**src/rtl/spiw_pkg.sv**
```systemverilog
package spiw_pkg;

  // register byte addresses
  localparam logic [4:0] A_CFG  = 5'h00;
  localparam logic [4:0] A_STAT = 5'h04;
  localparam logic [4:0] A_XFER = 5'h08;
  localparam logic [4:0] A_TXD  = 5'h0C;
  localparam logic [4:0] A_RXD  = 5'h10;

  // configuration bit positions
  localparam int CB_CPHA  = 5;
  localparam int CB_CPOL  = 6;
  localparam int CB_TXEN  = 7;
  localparam int CB_RXEN  = 8;
  localparam int CB_CSSW  = 13;
  localparam int CB_CSVAL = 14;
  localparam int CB_CSEN  = 16;
  localparam int CB_DIV   = 24;

  // status bit positions
  localparam int SB_BUSY    = 0;
  localparam int SB_READY   = 1;
  localparam int SB_TXOVF   = 2;
  localparam int SB_RXUNF   = 3;
  localparam int SB_TXEMP   = 4;
  localparam int SB_TXFUL   = 5;
  localparam int SB_RXEMP   = 6;
  localparam int SB_RXFUL   = 7;
  localparam int SB_TXFLUSH = 8;
  localparam int SB_RXFLUSH = 9;
  localparam int SB_CNT     = 16;

  // transfer register bit positions
  localparam int XB_IETX = 16;
  localparam int XB_IERX = 17;
  localparam int XB_GO   = 31;

  typedef enum logic [1:0] {S_IDLE, S_LOAD, S_SHIFT, S_TRAIL} seq_t;

  // active-low level of one chip-select line
  function automatic logic cs_level(input logic en, input logic sw,
                                    input logic val, input logic act);
    return !(en && (sw ? val : act));
  endfunction

  // sampling edge test: phase 0 samples even edges, phase 1 odd edges
  function automatic logic is_sample_edge(input logic idx_lsb, input logic cpha);
    return idx_lsb == cpha;
  endfunction

endpackage

```
**src/rtl/spiw_fifo.sv**
```systemverilog
module spiw_fifo #(
  parameter int W     = 32,
  parameter int DEPTH = 4
) (
  input  logic         clk,
  input  logic         rst_n,
  input  logic         flush,
  input  logic         push,
  input  logic [W-1:0] wdata,
  input  logic         pop,
  output logic [W-1:0] rdata,
  output logic         empty,
  output logic         full
);
  localparam int AW = (DEPTH > 1) ? $clog2(DEPTH) : 1;
  localparam logic [AW:0] P_ONE = 1;

  logic [AW:0]  wp, rp;
  logic [W-1:0] mem [DEPTH];

  assign empty = (wp == rp);
  assign full  = (wp[AW] != rp[AW]) && (wp[AW-1:0] == rp[AW-1:0]);
  assign rdata = mem[rp[AW-1:0]];

  always_ff @(posedge clk or negedge rst_n) begin
    if (!rst_n) begin
      wp <= '0;
      rp <= '0;
    end else if (flush) begin
      wp <= '0;
      rp <= '0;
    end else begin
      if (push && !full) wp <= wp + P_ONE;
      if (pop && !empty) rp <= rp + P_ONE;
    end
  end

  always_ff @(posedge clk) begin
    if (push && !full && !flush) mem[wp[AW-1:0]] <= wdata;
  end
endmodule

```
**src/rtl/spiw_halfdiv.sv**
```systemverilog
module spiw_halfdiv #(
  parameter int DIV_W = 8
) (
  input  logic             clk,
  input  logic             rst_n,
  input  logic             run,
  input  logic [DIV_W-1:0] div,
  output logic             tick
);
  localparam logic [DIV_W-1:0] D_ONE = 1;
  logic [DIV_W-1:0] cnt;

  assign tick = run && (cnt == div);

  always_ff @(posedge clk or negedge rst_n) begin
    if (!rst_n)    cnt <= '0;
    else if (!run) cnt <= '0;
    else if (tick) cnt <= '0;
    else           cnt <= cnt + D_ONE;
  end
endmodule

```
**src/rtl/spiw_engine.sv**
```systemverilog
module spiw_engine import spiw_pkg::*; #(
  parameter int DATA_W = 32,
  parameter int LEN_W  = 5,
  parameter int CNT_W  = 16,
  parameter int DIV_W  = 8
) (
  input  logic              clk,
  input  logic              rst_n,
  input  logic              start,
  input  logic [LEN_W-1:0]  len_m1,
  input  logic              cpha,
  input  logic              cpol,
  input  logic              tx_en,
  input  logic              rx_en,
  input  logic [CNT_W-1:0]  blk_m1,
  input  logic [DIV_W-1:0]  div,
  input  logic [DATA_W-1:0] tx_word,
  input  logic              tx_empty,
  input  logic              miso,
  output logic              tx_pop,
  output logic              rx_push,
  output logic [DATA_W-1:0] rx_word,
  output logic              busy,
  output logic              done,
  output logic              edge_evt,
  output logic [CNT_W-1:0]  words_done,
  output logic              sclk,
  output logic              mosi
);
  localparam int EW = LEN_W + 1;
  localparam logic [EW-1:0]    E_ONE = 1;
  localparam logic [CNT_W-1:0] C_ONE = 1;

  seq_t              state;
  logic [DATA_W-1:0] sh_tx, sh_rx, rx_nxt;
  logic [EW-1:0]     edge_idx;
  logic [CNT_W-1:0]  wcnt;
  logic              sclk_q, tick, run;
  logic              last_edge, samp_edge, shift_edge;

  assign run = (state == S_SHIFT) || (state == S_TRAIL);

  spiw_halfdiv #(.DIV_W(DIV_W)) u_div (
    .clk  (clk),
    .rst_n(rst_n),
    .run  (run),
    .div  (div),
    .tick (tick)
  );

  assign edge_evt   = (state == S_SHIFT) && tick;
  assign last_edge  = (edge_idx == {len_m1, 1'b1});
  assign samp_edge  = is_sample_edge(edge_idx[0], cpha);
  assign shift_edge = !samp_edge && (edge_idx != '0);
  assign rx_nxt     = samp_edge ? {sh_rx[DATA_W-2:0], miso} : sh_rx;

  assign tx_pop     = (state == S_LOAD) && tx_en && !tx_empty;
  assign rx_push    = edge_evt && last_edge && rx_en;
  assign rx_word    = rx_nxt;
  assign done       = (state == S_TRAIL) && tick;
  assign busy       = (state != S_IDLE);
  assign words_done = wcnt;
  assign sclk       = busy ? sclk_q : cpol;
  assign mosi       = tx_en && sh_tx[len_m1];

  always_ff @(posedge clk or negedge rst_n) begin
    if (!rst_n) begin
      state    <= S_IDLE;
      sh_tx    <= '0;
      sh_rx    <= '0;
      edge_idx <= '0;
      wcnt     <= '0;
      sclk_q   <= 1'b0;
    end else begin
      case (state)
        S_IDLE: begin
          if (start) begin
            state  <= S_LOAD;
            wcnt   <= '0;
            sclk_q <= cpol;
          end
        end
        S_LOAD: begin
          sh_tx    <= (tx_en && !tx_empty) ? tx_word : '0;
          sh_rx    <= '0;
          edge_idx <= '0;
          state    <= S_SHIFT;
        end
        S_SHIFT: begin
          if (tick) begin
            sclk_q   <= ~sclk_q;
            sh_rx    <= rx_nxt;
            edge_idx <= edge_idx + E_ONE;
            if (shift_edge) sh_tx <= sh_tx << 1;
            if (last_edge) begin
              wcnt  <= wcnt + C_ONE;
              state <= (wcnt == blk_m1) ? S_TRAIL : S_LOAD;
            end
          end
        end
        S_TRAIL: begin
          if (tick) state <= S_IDLE;
        end
        default: state <= S_IDLE;
      endcase
    end
  end
endmodule

```
**src/rtl/spiw_master.sv**
```systemverilog
module spiw_master import spiw_pkg::*; #(
  parameter int DATA_W = 32,
  parameter int DEPTH  = 4,
  parameter int CNT_W  = 16,
  parameter int DIV_W  = 8,
  parameter int NCS    = 4
) (
  input  logic        clk,
  input  logic        rst_n,
  input  logic [4:0]  bus_addr,
  input  logic        bus_wr,
  input  logic        bus_rd,
  input  logic [31:0] bus_wdata,
  output logic [31:0] bus_rdata,
  output logic        irq,
  output logic        sclk,
  output logic        mosi,
  input  logic        miso,
  output logic [NCS-1:0] cs_n
);
  localparam int LEN_W = $clog2(DATA_W);

  // configuration
  logic [LEN_W-1:0] c_len;
  logic             c_cpha, c_cpol, c_txen, c_rxen, c_cssw, c_csval;
  logic [NCS-1:0]   c_csen;
  logic [DIV_W-1:0] c_div;
  // transfer
  logic [CNT_W-1:0] x_blk;
  logic             x_ietx, x_ierx, x_go;
  // status
  logic             st_ready, st_ovf, st_unf;

  logic wr_cfg, wr_stat, wr_xfer, txd_wr, rd_rxd, start;
  logic tx_pop, tx_empty, tx_full, tx_flush;
  logic rx_push, rx_empty, rx_full, rx_flush, rx_pop;
  logic eng_busy, done, edge_evt;
  logic [DATA_W-1:0] tx_head, rx_word, rx_head;
  logic [CNT_W-1:0]  words_done;
  logic unused_wdata;

  assign unused_wdata = ^bus_wdata;

  assign wr_cfg   = bus_wr && (bus_addr == A_CFG);
  assign wr_stat  = bus_wr && (bus_addr == A_STAT);
  assign wr_xfer  = bus_wr && (bus_addr == A_XFER) && !eng_busy;
  assign txd_wr   = bus_wr && (bus_addr == A_TXD);
  assign rd_rxd   = bus_rd && (bus_addr == A_RXD);
  assign start    = wr_xfer && bus_wdata[XB_GO];
  assign tx_flush = wr_stat && bus_wdata[SB_TXFLUSH];
  assign rx_flush = wr_stat && bus_wdata[SB_RXFLUSH];
  assign rx_pop   = rd_rxd && !rx_empty;

  spiw_fifo #(.W(DATA_W), .DEPTH(DEPTH)) u_txq (
    .clk(clk), .rst_n(rst_n), .flush(tx_flush),
    .push(txd_wr), .wdata(bus_wdata[DATA_W-1:0]),
    .pop(tx_pop), .rdata(tx_head), .empty(tx_empty), .full(tx_full)
  );

  spiw_fifo #(.W(DATA_W), .DEPTH(DEPTH)) u_rxq (
    .clk(clk), .rst_n(rst_n), .flush(rx_flush),
    .push(rx_push), .wdata(rx_word),
    .pop(rx_pop), .rdata(rx_head), .empty(rx_empty), .full(rx_full)
  );

  spiw_engine #(.DATA_W(DATA_W), .LEN_W(LEN_W), .CNT_W(CNT_W), .DIV_W(DIV_W)) u_eng (
    .clk(clk), .rst_n(rst_n), .start(start),
    .len_m1(c_len), .cpha(c_cpha), .cpol(c_cpol),
    .tx_en(c_txen), .rx_en(c_rxen), .blk_m1(x_blk), .div(c_div),
    .tx_word(tx_head), .tx_empty(tx_empty), .miso(miso),
    .tx_pop(tx_pop), .rx_push(rx_push), .rx_word(rx_word),
    .busy(eng_busy), .done(done), .edge_evt(edge_evt),
    .words_done(words_done), .sclk(sclk), .mosi(mosi)
  );

  always_ff @(posedge clk or negedge rst_n) begin
    if (!rst_n) begin
      c_len <= '0; c_cpha <= 1'b0; c_cpol <= 1'b0;
      c_txen <= 1'b0; c_rxen <= 1'b0; c_cssw <= 1'b0; c_csval <= 1'b0;
      c_csen <= '0; c_div <= '0;
    end else if (wr_cfg) begin
      c_len   <= bus_wdata[LEN_W-1:0];
      c_cpha  <= bus_wdata[CB_CPHA];
      c_cpol  <= bus_wdata[CB_CPOL];
      c_txen  <= bus_wdata[CB_TXEN];
      c_rxen  <= bus_wdata[CB_RXEN];
      c_cssw  <= bus_wdata[CB_CSSW];
      c_csval <= bus_wdata[CB_CSVAL];
      c_csen  <= bus_wdata[CB_CSEN +: NCS];
      c_div   <= bus_wdata[CB_DIV +: DIV_W];
    end
  end

  always_ff @(posedge clk or negedge rst_n) begin
    if (!rst_n) begin
      x_blk <= '0; x_ietx <= 1'b0; x_ierx <= 1'b0; x_go <= 1'b0;
    end else begin
      if (wr_xfer) begin
        x_blk  <= bus_wdata[CNT_W-1:0];
        x_ietx <= bus_wdata[XB_IETX];
        x_ierx <= bus_wdata[XB_IERX];
        x_go   <= bus_wdata[XB_GO];
      end else if (done) begin
        x_go <= 1'b0;
      end
    end
  end

  always_ff @(posedge clk or negedge rst_n) begin
    if (!rst_n) begin
      st_ready <= 1'b0; st_ovf <= 1'b0; st_unf <= 1'b0;
    end else begin
      if (done)                                  st_ready <= 1'b1;
      else if (start)                            st_ready <= 1'b0;
      else if (wr_stat && bus_wdata[SB_READY])   st_ready <= 1'b0;

      if (txd_wr && tx_full)                     st_ovf <= 1'b1;
      else if (wr_stat && bus_wdata[SB_TXOVF])   st_ovf <= 1'b0;

      if (rd_rxd && rx_empty)                    st_unf <= 1'b1;
      else if (wr_stat && bus_wdata[SB_RXUNF])   st_unf <= 1'b0;
    end
  end

  assign irq = st_ready && ((x_ietx && c_txen) || (x_ierx && c_rxen));

  for (genvar i = 0; i < NCS; i++) begin : g_cs
    assign cs_n[i] = cs_level(c_csen[i], c_cssw, c_csval, eng_busy);
  end

  always_comb begin
    bus_rdata = '0;
    case (bus_addr)
      A_CFG: begin
        bus_rdata[LEN_W-1:0]      = c_len;
        bus_rdata[CB_CPHA]        = c_cpha;
        bus_rdata[CB_CPOL]        = c_cpol;
        bus_rdata[CB_TXEN]        = c_txen;
        bus_rdata[CB_RXEN]        = c_rxen;
        bus_rdata[CB_CSSW]        = c_cssw;
        bus_rdata[CB_CSVAL]       = c_csval;
        bus_rdata[CB_CSEN +: NCS] = c_csen;
        bus_rdata[CB_DIV +: DIV_W] = c_div;
      end
      A_STAT: begin
        bus_rdata[SB_BUSY]  = eng_busy;
        bus_rdata[SB_READY] = st_ready;
        bus_rdata[SB_TXOVF] = st_ovf;
        bus_rdata[SB_RXUNF] = st_unf;
        bus_rdata[SB_TXEMP] = tx_empty;
        bus_rdata[SB_TXFUL] = tx_full;
        bus_rdata[SB_RXEMP] = rx_empty;
        bus_rdata[SB_RXFUL] = rx_full;
        bus_rdata[SB_CNT +: CNT_W] = words_done;
      end
      A_XFER: begin
        bus_rdata[CNT_W-1:0] = x_blk;
        bus_rdata[XB_IETX]   = x_ietx;
        bus_rdata[XB_IERX]   = x_ierx;
        bus_rdata[XB_GO]     = x_go;
      end
      A_RXD:   bus_rdata[DATA_W-1:0] = rx_empty ? '0 : rx_head;
      default: bus_rdata = '0;
    endcase
  end
endmodule

```
**config.mk**
```make
export PLATFORM = sky130hd
export DESIGN_NAME = spiw_master
export DESIGN_NICKNAME = d
export VERILOG_FILES = /design/src/rtl/spiw_pkg.sv /design/src/rtl/spiw_fifo.sv /design/src/rtl/spiw_halfdiv.sv /design/src/rtl/spiw_engine.sv /design/src/rtl/spiw_master.sv
export SDC_FILE = /design/constraint.sdc
export NUM_CORES = 1
export LEC_CHECK = 0
export BUFFER_PORTS_ARGS = -buffer_cell sky130_fd_sc_hd__buf_2
export CAP_MARGIN = 40
export CELL_PAD_IN_SITES_DETAIL_PLACEMENT = 0
export CELL_PAD_IN_SITES_GLOBAL_PLACEMENT = 1
export CORE_MARGIN = 1.5
export CORE_UTILIZATION = 56
export DETAILED_ROUTE_END_ITERATION = 10
export PLACE_DENSITY_LB_ADDON = 0.1
export SLEW_MARGIN = 5
export SYNTH_ARGS = -nofsm -noshare
export SYNTH_HDL_FRONTEND = slang
export SYNTH_SLANG_ARGS = --single-unit
```
**constraint.sdc**
```tcl
create_clock -name clk -period 9.65 [get_ports clk]
set_input_delay 0.965 -clock clk [delete_from_list [all_inputs] [get_ports clk]]
set_output_delay 0.965 -clock clk [all_outputs]
set_load 0.03 [all_outputs]
```
==> flow_metrics.tcl <==
set metrics [dict create \
    crit_family "simple AND/OR/NAND/NOR gates" \
    hold_buffers 0 \
    cts-root-buf "clkbuf_16" \
    insertion_delay_ns 0.54 \
    clock-sinks 410 \
    cts_buffers 43 \
    syn_area_per_cell_um2 14.9 \
    die_w_um 183 \
    synth_most_common_cell "edfxtp_1" \
    yosysUniqueCellTypes 54 \
    dr.max_layer_used "met4" \
    critPathMaxStageDelay_ns 0.63 \
    grt_max_degree 86 \
    antenna_found_initial 0 \
    relSlewSlack_pct 44.8 \
    core_um2 31700 \
    combPwrFrac_pct 23.8 \
    ant_nets 0 \
    cp-start-kind "input port" \
    setup_viol 0 \
    max_cap_violations 0 \
    swShare_pct 30.2 \
    power.switching_w 0.00160 \
    drtIter0Drc 722 \
    cp_data_required_time_ns 8.69 \
    p_leak_nw 8.00 \
    timing.critical_path.buf_inv 2 \
    rr_worst_depth 7 \
    drive_above_1_share_pct 30.1 \
    synthTopCellsByArea "edfxtp_1 (42%), dfrtp_1 (21%), mux4_2 (8.8%)" \
    dieHeight_um 183 \
    post-route-min-period_ns 4.22 \
    fmax_mhz 237 \
    antennaDiodeCount 0 \
    routed_wl_um 41900 \
    drc 0 \
    fillers 2340 \
    rr_endpoint "u_rxq.mem[0][25]$_DFFE_PP_" \
    first_pass_iters 5 \
    cpMaxStageDelayCell "nand2_1" \
    crit_path_end_kind "output port" \
    synth_edf_count 256 \
    ys_ff_latch 410 \
    clock_power_share_pct 33.5 \
    finClkSkew_ns 0.0154 \
    crit_chain "buf_2 -> nor4_1 -> and2_1 -> nand2_1 -> o21ai_0 -> buf_2" \
    area_delta_synth_final_pct 13.2 \
    boundaryPins 81 \
    cts_resized 0 \
    syn-cell-area_um2 18200 \
    yosys_most_used_dff "edfxtp_1" \
    status "finished clean" \
    avgRoutedWirePerCell_um 24.2 \
    grt_pass1_vias 10937 \
    internal_power_w 0.00369 \
    cts_tree "built" \
    clockBufferDepth 3 \
    post-route-cell-area_um2 20600 \
    grt.total_usage_pct 25.7 \
    h-tree-depth 2 \
    dp_cells 1651 \
    power_frac_seq_pct 42.7 \
    worstMarginPinSlew_ns 0.828 \
    wl_met1_um 18400 \
    synth_cells 1223 \
    total_power_w 0.00529 \
    viasPerCell 6.24 \
    dieArea_um2 33500 \
    place_congestion 0.813 \
    overflow 0 \
    cp.arrival_ns 3.26 \
    rr_startpoint "c_len[3]$_DFFE_PN0P_" \
    placed_area_um2 19000 \
    ys_top_cells_by_count "edfxtp_1 (256), dfrtp_1 (154), mux2_2 (107)" \
    num_vias 10794 \
    dp_hpwl_um 26500 \
    ir_worst_vdd_uv 236 \
    route.met3.wl_um 1460 \
    cellPowerDensity_nw_per_um2 257 \
    wl_met2_um 20900 \
    maxSlewViolCount 0 \
    synth_top_cell_by_area "edfxtp_1" \
    syn_nets 1279 \
    synth-async-reset-ratio_pct 37.6 \
    start_util_pct 57.3 \
    reg2reg_setup_slack_ns 6.52 \
    io_buffers 80 \
    crit_path_frequent_cell "buf_2" \
    postCtsSetupRepairBufs 0 \
    critPathMaxFanout 19 \
    holdWs_ns 0.434 \
    tns_ns 0 \
    synth_top_area_share_pct 42.3 \
    hold_viol 0 \
    worstSetupPathType "in -> out" \
    grt_first_pass_wirelength_um 64800 \
    rows 65 \
    stdcell_count 1729 \
    layout.nets 1350 \
    yosysWarnings 0 \
    min_path_type "in -> async" \
    fin_crit_sh_pct 43.7 \
    yosysSeqAreaShare_pct 63.5 \
    clk_pin_slew_worst_paths_ns 0.06 \
    rsz0062_at_grt "no" \
]
-- layout make-up --
class | count | area [um2] | share of cell area (%)
clock inverter | 23 | 352 | 1.71
timing repair buffer | 106 | 687 | 3.34
sequential | 410 | 11500 | 56.1
tap | 402 | 503 | 2.44
multi-input combinational | 695 | 6170 | 30.0
inverter | 38 | 143 | 0.693
clock buffer | 55 | 1170 | 5.70
-- placed cells by master (no fill, tap or decap), types with 4 or more instances in the layout --
cell and count:
edfxtp_1 256, dfrtp_1 152, mux2_2 107, nand2_1 85, buf_2 79, mux4_2 71
o21ai_0 57, and3_1 45, clkbuf_16 45, inv_1 38, a31o_2 35, xnor2_1 31
nor2_1 28, nand3_1 26, a21oi_1 26, buf_4 21, mux2i_1 18, xor2_1 16
or4_1 15, a32o_1 14, o31ai_1 14, ha_1 14, a22oi_1 13, o22ai_1 12
nand4_1 9, bufinv_16 9, clkbuf_1 9, nor3_1 8, clkinv_2 6, and2_1 5
or3_1 5, nor2b_1 4
-- worst max path at each step --
stage / startpoint / to / slack (ns) / cells after the start
after floorplan: bus_addr[3] / u_rxq.mem[3][0]$_DFFE_PP_ / 4.11 / 5
final: bus_addr[3] / bus_rdata[13] / 5.43 / 6
after detailed placement: bus_addr[3] / bus_rdata[30] / 5.45 / 6
after global placement: bus_addr[3] / bus_rdata[30] / 5.46 / 6
after global routing: bus_addr[3] / bus_rdata[26] / 5.28 / 6
after CTS: bus_addr[3] / bus_rdata[30] / 5.43 / 6
-- registers in the layout, summed over array words and instances, names as in the netlist, 2 cells and up --
register / flops
u_eng.edge_idx: 6
u_txq.rp: 3
c_div: 8
u_rxq.rp: 3
u_eng.u_div.cnt: 8
u_eng.words_done: 16
c_len: 5
u_txq.mem: 128
x_blk: 16
u_txq.wp: 3
u_rxq.wp: 3
u_eng.state: 2
c_csen: 4
u_eng.sh_rx: 32
u_eng.sh_tx: 32
u_rxq.mem: 128
-- cells by family after synthesis --
kind of cell / count (synthesis) / share of synthesized area, %
adder cells (fa/ha/maj): 14 / 0.964
AND/OR/NAND/NOR: 255 / 7.30
buffers and inverters: 118 / 2.70
XOR/XNOR: 48 / 2.31
multiplexers: 197 / 16.5
AO/OA/AOI/OAI: 181 / 6.74
flip-flops: 410 / 63.5
-- metrics by stage --
| step | utilization [%] | setup WS (ns) |
|---|---|---|
| 2_1_floorplan | - | 4.11 |
| 3_3_place_gp | 59.6 | 5.46 |
| 6_report | 64.9 | 5.43 |
| 4_1_cts | 64.9 | 5.43 |
| 3_5_place_dp | 60.1 | 5.45 |
| 5_1_grt | 64.9 | 5.28 |
-- power groups by stage --
stage | registers [W] | clock network [W] | logic (W)
2_1_floorplan | 0.00218 | 0 | 0.000993
3_3_place_gp | 0.00229 | 0 | 0.00125
3_5_place_dp | 0.00229 | 0 | 0.00127
4_1_cts | 0.00225 | 0.00181 | 0.00127
5_1_grt | 0.00228 | 0.00187 | 0.00138
6_report | 0.00226 | 0.00177 | 0.00126
-- per-layer routing --
metal	vias up	GRT usage (%)
met5	-	0
met4	0	8.07
met3	63	3.10
met2	236	43.3
met1	5655	35.3
li1	4840	-
Note: power is estimated with default switching activity, not from simulation.
